==> config.mk <==
export PLATFORM = sky130hd
export DESIGN_NAME = sar_rx
export DESIGN_NICKNAME = d
export VERILOG_FILES = /design/src/rtl/sar_pkg.sv /design/src/rtl/sar_wclk_track.sv /design/src/rtl/sar_lane.sv /design/src/rtl/sar_pair.sv /design/src/rtl/sar_rx.sv
export SDC_FILE = /design/constraint.sdc
export NUM_CORES = 1
export LEC_CHECK = 0
export BUFFER_PORTS_ARGS = -buffer_cell sky130_fd_sc_hd__buf_4
export CAP_MARGIN = 0
export CORE_ASPECT_RATIO = 1.5
export CORE_MARGIN = 2
export CORE_UTILIZATION = 50
export DETAILED_ROUTE_END_ITERATION = 10
export PLACE_DENSITY = 0.68
export SYNTH_ARGS = -nofsm -noshare
export SYNTH_HDL_FRONTEND = slang
export SYNTH_SLANG_ARGS = --single-unit
==> constraint.sdc <==
create_clock -name clk -period 4.4 [get_ports clk]
set_input_delay 1.32 -clock clk [delete_from_list [all_inputs] [get_ports clk]]
set_output_delay 1.32 -clock clk [all_outputs]
set_load 0.03 [all_outputs]
==> src/rtl/sar_pkg.sv <==
package sar_pkg;

    localparam int SAMPLE_W = 24;
    localparam int POS_W    = $clog2(SAMPLE_W + 1);

    typedef enum logic [1:0] {
        FMT_RJ   = 2'd0,
        FMT_LJ   = 2'd1,
        FMT_DUAL = 2'd2
    } fmt_e;

    typedef struct packed {
        logic [SAMPLE_W-1:0] l;
        logic [SAMPLE_W-1:0] r;
    } pair_t;

    // decode the two static select levels into a framing
    function automatic fmt_e decode_fmt(input logic a, input logic b);
        if (!a)     return FMT_RJ;
        else if (!b) return FMT_LJ;
        else        return FMT_DUAL;
    endfunction

    // right-aligned sample length for a 2-bit code
    function automatic logic [POS_W-1:0] len_of_code(input logic [1:0] code);
        case (code)
            2'b00:   return POS_W'(24);
            2'b01:   return POS_W'(22);
            2'b10:   return POS_W'(18);
            default: return POS_W'(16);
        endcase
    endfunction

    // move the low n bits of a shift register to the top of the word
    function automatic logic [SAMPLE_W-1:0] msb_align(input logic [SAMPLE_W-1:0] tail,
                                                      input logic [POS_W-1:0]    n);
        logic [POS_W-1:0] sh;
        sh = POS_W'(SAMPLE_W) - n;
        return tail << sh;
    endfunction

    // ones in the top n bits
    function automatic logic [SAMPLE_W-1:0] top_mask(input logic [POS_W-1:0] n);
        return ~({SAMPLE_W{1'b1}} >> n);
    endfunction

endpackage

==> src/rtl/sar_wclk_track.sv <==
module sar_wclk_track
    import sar_pkg::*;
(
    input  logic             clk,
    input  logic             rst,
    input  logic             wclk_i,
    input  fmt_e             fmt_i,
    output logic             restart_o,
    output logic             old_lvl_o,
    output logic [POS_W-1:0] pos_o
);
    localparam logic [POS_W-1:0] POS_MAX = POS_W'(SAMPLE_W);

    logic             prev_q;
    logic             primed_q;
    logic [POS_W-1:0] cnt_q;
    logic             edge_seen;

    assign edge_seen = primed_q && (wclk_i != prev_q);
    // dual-line frames restart only on the rising word-clock edge
    assign restart_o = edge_seen && ((fmt_i != FMT_DUAL) || wclk_i);
    assign old_lvl_o = prev_q;
    assign pos_o     = restart_o ? '0 : cnt_q;

    always_ff @(posedge clk) begin
        if (rst) begin
            prev_q   <= 1'b0;
            primed_q <= 1'b0;
            cnt_q    <= POS_MAX;
        end else begin
            prev_q   <= wclk_i;
            primed_q <= 1'b1;
            if (restart_o)
                cnt_q <= POS_W'(1);
            else if (cnt_q < POS_MAX)
                cnt_q <= cnt_q + POS_W'(1);
        end
    end

    // bit position never runs past the sample width
    always_comb begin
        assert_pos_bound_R3: assert (pos_o <= POS_MAX)
            else $error("bit position out of range");
    end

endmodule

==> src/rtl/sar_lane.sv <==
module sar_lane
    import sar_pkg::*;
(
    input  logic                clk,
    input  logic                rst,
    input  logic                d_i,
    input  logic                restart_i,
    input  logic [POS_W-1:0]    pos_i,
    input  fmt_e                fmt_i,
    input  logic [1:0]          len_code_i,
    output logic [SAMPLE_W-1:0] word_o
);
    localparam logic [POS_W-1:0] POS_MAX = POS_W'(SAMPLE_W);

    logic [SAMPLE_W-1:0] tail_q;   // most recent bits, for right-aligned data
    logic [SAMPLE_W-1:0] head_q;   // first bits after a restart
    logic [POS_W-1:0]    n_bits;

    assign n_bits = (fmt_i == FMT_RJ) ? len_of_code(len_code_i) : POS_MAX;

    always_ff @(posedge clk) begin
        if (rst) begin
            tail_q <= '0;
            head_q <= '0;
        end else begin
            tail_q <= {tail_q[SAMPLE_W-2:0], d_i};
            if (restart_i)
                head_q <= {{(SAMPLE_W-1){1'b0}}, d_i};
            else if (pos_i < POS_MAX)
                head_q <= {head_q[SAMPLE_W-2:0], d_i};
        end
    end

    always_comb begin
        if (fmt_i == FMT_RJ)
            word_o = msb_align(tail_q, n_bits);
        else
            word_o = head_q;
    end

    // only the four defined lengths reach the aligner
    always_comb begin
        assert_len_legal_R5: assert (n_bits == 5'd24 || n_bits == 5'd22 ||
                                     n_bits == 5'd18 || n_bits == 5'd16)
            else $error("illegal sample length");
    end

    // bits below the sample are zero
    always_comb begin
        assert_pad_zero_R6: assert ((word_o & ~top_mask(n_bits)) == '0)
            else $error("padding bits not zero");
    end

endmodule

==> src/rtl/sar_pair.sv <==
module sar_pair
    import sar_pkg::*;
(
    input  logic                clk,
    input  logic                rst,
    input  fmt_e                fmt_i,
    input  logic                wclk_i,
    input  logic                restart_i,
    input  logic                old_lvl_i,
    input  logic [SAMPLE_W-1:0] word0_i,
    input  logic [SAMPLE_W-1:0] word1_i,
    output logic [SAMPLE_W-1:0] left_o,
    output logic [SAMPLE_W-1:0] right_o,
    output logic                valid_o
);
    logic                seen_q;
    logic                have_l_q;
    logic [SAMPLE_W-1:0] l_hold_q;
    pair_t               out_q;
    logic                emit;
    pair_t               nxt;
    logic [1:0]          live_q;

    always_comb begin
        emit = 1'b0;
        nxt  = out_q;
        if (restart_i) begin
            if (fmt_i == FMT_DUAL) begin
                emit  = seen_q;
                nxt.l = word0_i;
                nxt.r = word1_i;
            end else if (!old_lvl_i) begin
                emit  = have_l_q;
                nxt.l = l_hold_q;
                nxt.r = word0_i;
            end
        end
    end

    always_ff @(posedge clk) begin
        if (rst) begin
            seen_q   <= 1'b0;
            have_l_q <= 1'b0;
            l_hold_q <= '0;
            out_q    <= '0;
            valid_o  <= 1'b0;
        end else begin
            valid_o <= emit;
            if (emit)
                out_q <= nxt;
            if (restart_i) begin
                seen_q <= 1'b1;
                if (fmt_i != FMT_DUAL) begin
                    if (old_lvl_i && seen_q) begin
                        l_hold_q <= word0_i;
                        have_l_q <= 1'b1;
                    end else if (!old_lvl_i) begin
                        have_l_q <= 1'b0;
                    end
                end
            end
        end
    end

    assign left_o  = out_q.l;
    assign right_o = out_q.r;

    // cycles since reset, for the checks that look back
    always_ff @(posedge clk) begin
        if (rst)              live_q <= 2'd0;
        else if (live_q != 2'd3) live_q <= live_q + 2'd1;
    end

    // the strobe never lasts two cycles
    assert_valid_pulse_R8: assert property (@(posedge clk) disable iff (rst)
        valid_o |=> !valid_o);

    // outputs hold between strobes
    assert_hold_outputs_R10: assert property (@(posedge clk) disable iff (rst)
        (live_q != 2'd0 && !valid_o) |-> ($stable(left_o) && $stable(right_o)));

    // a pair completes only on a low-to-high word-clock change
    assert_valid_after_rise_R7: assert property (@(posedge clk) disable iff (rst)
        (live_q == 2'd3 && valid_o) |-> ($past(wclk_i) && !$past(wclk_i, 2)));

    // nothing is reported in the first cycles after reset
    assert_no_early_valid_R9: assert property (@(posedge clk) disable iff (rst)
        (live_q != 2'd3) |-> !valid_o);

endmodule

==> src/rtl/sar_rx.sv <==
module sar_rx
    import sar_pkg::*;
(
    input  logic                clk,
    input  logic                rst,
    input  logic                sel_fmt_a,
    input  logic                sel_fmt_b,
    input  logic                wclk,
    input  logic                sd_main,
    input  logic                sd_l_len1,
    input  logic                sd_r_len0,
    output logic [SAMPLE_W-1:0] left_o,
    output logic [SAMPLE_W-1:0] right_o,
    output logic                valid_o
);
    localparam int LANES = 2;

    fmt_e                fmt;
    logic                restart;
    logic                old_lvl;
    logic [POS_W-1:0]    pos;
    logic [1:0]          len_code;
    logic [LANES-1:0]    lane_d;
    logic [SAMPLE_W-1:0] lane_word [LANES];

    assign fmt      = decode_fmt(sel_fmt_a, sel_fmt_b);
    assign len_code = {sd_l_len1, sd_r_len0};

    // lane 0 takes the single line, or the left line in dual-line mode
    assign lane_d[0] = (fmt == FMT_DUAL) ? sd_l_len1 : sd_main;
    assign lane_d[1] = sd_r_len0;

    sar_wclk_track u_track (
        .clk       (clk),
        .rst       (rst),
        .wclk_i    (wclk),
        .fmt_i     (fmt),
        .restart_o (restart),
        .old_lvl_o (old_lvl),
        .pos_o     (pos)
    );

    for (genvar g = 0; g < LANES; g++) begin : g_lane
        sar_lane u_lane (
            .clk        (clk),
            .rst        (rst),
            .d_i        (lane_d[g]),
            .restart_i  (restart),
            .pos_i      (pos),
            .fmt_i      (fmt),
            .len_code_i (len_code),
            .word_o     (lane_word[g])
        );
    end

    sar_pair u_pair (
        .clk       (clk),
        .rst       (rst),
        .fmt_i     (fmt),
        .wclk_i    (wclk),
        .restart_i (restart),
        .old_lvl_i (old_lvl),
        .word0_i   (lane_word[0]),
        .word1_i   (lane_word[1]),
        .left_o    (left_o),
        .right_o   (right_o),
        .valid_o   (valid_o)
    );

endmodule

==> run_results.csv <==
group,metric,value,unit
clock_network,cts_resized,0,
critical_path,crit_chain,"buf_4 -> inv_1 -> ha_1 -> nor2b_1 -> inv_2 -> ha_1 -> mux4_2 -> nor2b_1 -> or4_1 -> a32o_1",
sta,min_period_over_period,0.828,
sta,clock-skew-final,0.00702,ns
synth,synth_edf_count,0,
clock_network,postCtsHoldBufs,0,
placed_design,place.gp.congestion,0.963,
synth,synthArstFlopShare,0,
floorplanning,core_area,13900,um^2
flow_run,maxCapViolCount,0,
sta,setup_viol,0,
sta,fin_setup_tns,0,ns
floorplanning,die_w,101,um
clock_network,h-tree-depth,4,
critical_path,worstPathArrival,3.96,ns
synth,synth_warnings,0,
synth,yosys_most_used_dff,"dfxtp_1",
synth,yosys.area.top_type_share,0.437,
power,leakage,2.81,nW
clock_network,cts_tree,"done",
power,peakVddDrop,0.231,mV
floorplanning,start_util,0.507,
critical_path,crit_fanout,8,
sta,slew_viol_final,0,
finish,areaGrowthSynthToFinish,16.0,%
global_route,antenna_found_initial,0,
sta,fmax,0.274,GHz
critical_path,worstSetupPathType,"input pin to flop",
synth,syn_avg_cell_area,8.33,um^2
critical_path,endpoint_kind,"flop",
clock_network,cts_sinks,154,
placed_design,port_buffers,56,
critical_path,slowest_delay,0.55,ns
sta,worst_pin_slew,0.668,ns
worst_hold_path,hp-class,"flop to flop",
finish,nets,894,
floorplanning,die-area,15100,um^2
critical_path,crit_path_start_kind,"input pin",
drt,vias,6638,
sta,slew_headroom,0.553,
critical_path,required,4.72,ns
drt,drtPass1Iterations,5,
clock_network,numCtsBuffers,17,
global_route,grt_start_max_net_pins,56,
drt,drc,0,
global_route,track_usage,0.311,
synth,synth_fp_nets,859,
sta,layout_min_cycle_time,3.64,ns
power,finalPower,3.26,mW
drt,viasPerCell,6.28,
global_route,grt_pass1_vias,6431,
drt,wire_per_inst,21.2,um
power,pwr_density_cell,399,nW/um^2
sta,hold_viol,0,
floorplanning,ios,57,
clock_network,path_clk_slew,0.06,ns
finish,drive_gt1_frac,0.151,
sta,grt_setup_unrepaired,"false",
clock_network,clk_path_buf_depth,2,
synth,synth_top_cell_by_area,"dfxtp_1",
critical_path,slowest_stage,"mux4_2",
outcome,status,"complete, no violations",
synth,synth_area,7060,um^2
drt,ant_nets,0,
floorplanning,rows,53,
finish,antenna_cells,0,
clock_network,clock_latency,0.43,ns
synth,ys_seq_area_frac,0.437,
global_route,grt_pass1_wl,35800,um
clock_network,post_cts_buffers,0,
drt,drt_wl_total,22500,um
global_route,grt_remaining_overflow,0,
synth,synthCells,847,
clock_network,root_buffer,"clkbuf_16",
synth,ys_seq_elements,154,
synth,ys_types,69,
floorplanning,die_y,149,um
drt,drt_iter0_markers,562,
placed_design,dp_hpwl,15900,um
synth,ys_top_cells_by_area,"dfxtp_1 (44%), nand2_1 (9.6%), a21oi_1 (5.2%), nor2_1 (4.0%), a311oi_1 (3.4%)",
power by group:
group          leakage [nW]  switching [mW]  internal (mW)
Sequential             1.24          0.0160           1.41
Clock                 0.291           0.555          0.956
Combinational          1.27           0.225         0.0994
Total                  2.81           0.796           2.47
synth_stat cells, drive strengths merged (2+ instances only):
master	instances
a21oi	75
a2111oi	4
o21a	5
a31oi	10
a221o	2
o22ai	9
clkbuf	37
dfxtp	154
o41a	2
nor2b	31
a21o	3
a311oi	28
nand3b	5
and3b	2
a22oi	10
mux4	7
a32oi	5
o41ai	3
inv	9
ha	4
o31ai	3
o21ai	19
a211oi	24
xor2	2
a221oi	8
and2	8
mux2i	13
and3	2
nor3	13
o32ai	4
nand2	181
o221ai	2
nor3b	2
nor2	76
o311a	2
nand3	14
nand2b	9
a32o	4
o211ai	2
buf	33
xnor2	2
or4	3
mux2	5
placed cells by master (no fill, tap or decap), types with 3 or more instances in the layout:
cell type    n
nand3b_1     5
dfxtp_1    154
a311oi_1    27
o32ai_1      4
nor3_1      12
mux2_2       5
nand2b_1     9
o21ai_1      4
a21o_1       3
a22oi_1     10
o22ai_1      9
o41ai_1      3
a21oi_1     74
ha_1         4
nor2b_1     31
clkbuf_1     4
o21a_1       5
clkbuf_16   17
bufinv_16    4
nor2_1      75
inv_1        7
a2111oi_1    3
nand2_1    181
a31oi_1     10
a211oi_1    22
and2_1       7
mux4_2       6
a32oi_1      5
buf_4       85
a221oi_1     8
nand3_1     14
o31ai_1      3
o21ai_0     15
a32o_1       4
mux2i_1     13
per-stage QoR:
| step | std cells | hold WS, ns | cell area, um^2 | worst slack [ns] | util |
|---|---|---|---|---|---|
| after floorplan | 847 | 0.432 | 7060 | 0.418 | - |
| after global placement | 1028 | 0.445 | 7590 | 0.333 | 0.545 |
| final | 1057 | 0.462 | 8180 | 0.756 | 0.588 |
| after detailed placement | 1028 | 0.455 | 7590 | 0.297 | 0.545 |
| after CTS | 1057 | 0.463 | 8180 | 0.744 | 0.588 |
| after global routing | 1057 | 0.482 | 8180 | 0.552 | 0.588 |
per-layer routing:
layer	track usage	vias to the layer above	wire length, um
met1	0.376	3216	8830
li1	-	3090	-
met4	0.169	0	1120
met2	0.520	272	11300
met5	0	-	0
met3	0.0528	60	1180
worst paths after layout:
kind / from / to / slack [ns] / cells past startpoint
worst min register to register: g_lane[1].u_lane.head_q[23] / g_lane[1].u_lane.head_q[23] / 0.46 / 2
worst min-delay path: g_lane[1].u_lane.head_q[23] / g_lane[1].u_lane.head_q[23] / 0.46 / 2
worst max-delay path: sd_l_len1 / u_pair.l_hold_q[21] / 0.76 / 10
worst max register to register: u_track.old_lvl_o / u_pair.right_o[1] / 2.48 / 5
critical path, delay by kind of cell:
family          cells  cell delay, ns
compound gates      1            0.23
simple gates        3            0.88
mux                 1            0.55
fa+ha+maj           2            0.79
buf+inv             3            0.18
registers in the layout, summed over array words and instances, names as in the netlist:
register	flops
g_lane.u_lane.head_q	48
g_lane.u_lane.tail_q	24
u_pair.have_l_q	1
u_pair.l_hold_q	24
u_pair.left_o	24
u_pair.right_o	24
u_pair.seen_q	1
u_pair.valid_o	1
u_track.cnt_q	5
u_track.old_lvl_o	1
u_track.primed_q	1
cell type report:
type / instances / area (um^2)
inverter: 9 / 33.8
tap: 165 / 206
fill: 1287 / 5740
sequential: 154 / 3080
timing repair buffer: 86 / 658
multi-input combinational: 614 / 3600
clock buffer: 22 / 454
clock inverter: 7 / 143
cell families after synthesis:
group                    count (synthesis)  share of synthesized area
multiplexers                            25                     0.0493
AO/OA/AOI/OAI                          232                      0.229
flip-flops                             154                      0.437
AND/OR/NAND/NOR                        349                      0.220
XOR/XNOR                                 4                    0.00497
adder cells (fa/ha/maj)                  4                    0.00709
buffers and inverters                   79                     0.0532
Power figures use the tool's default switching activity.
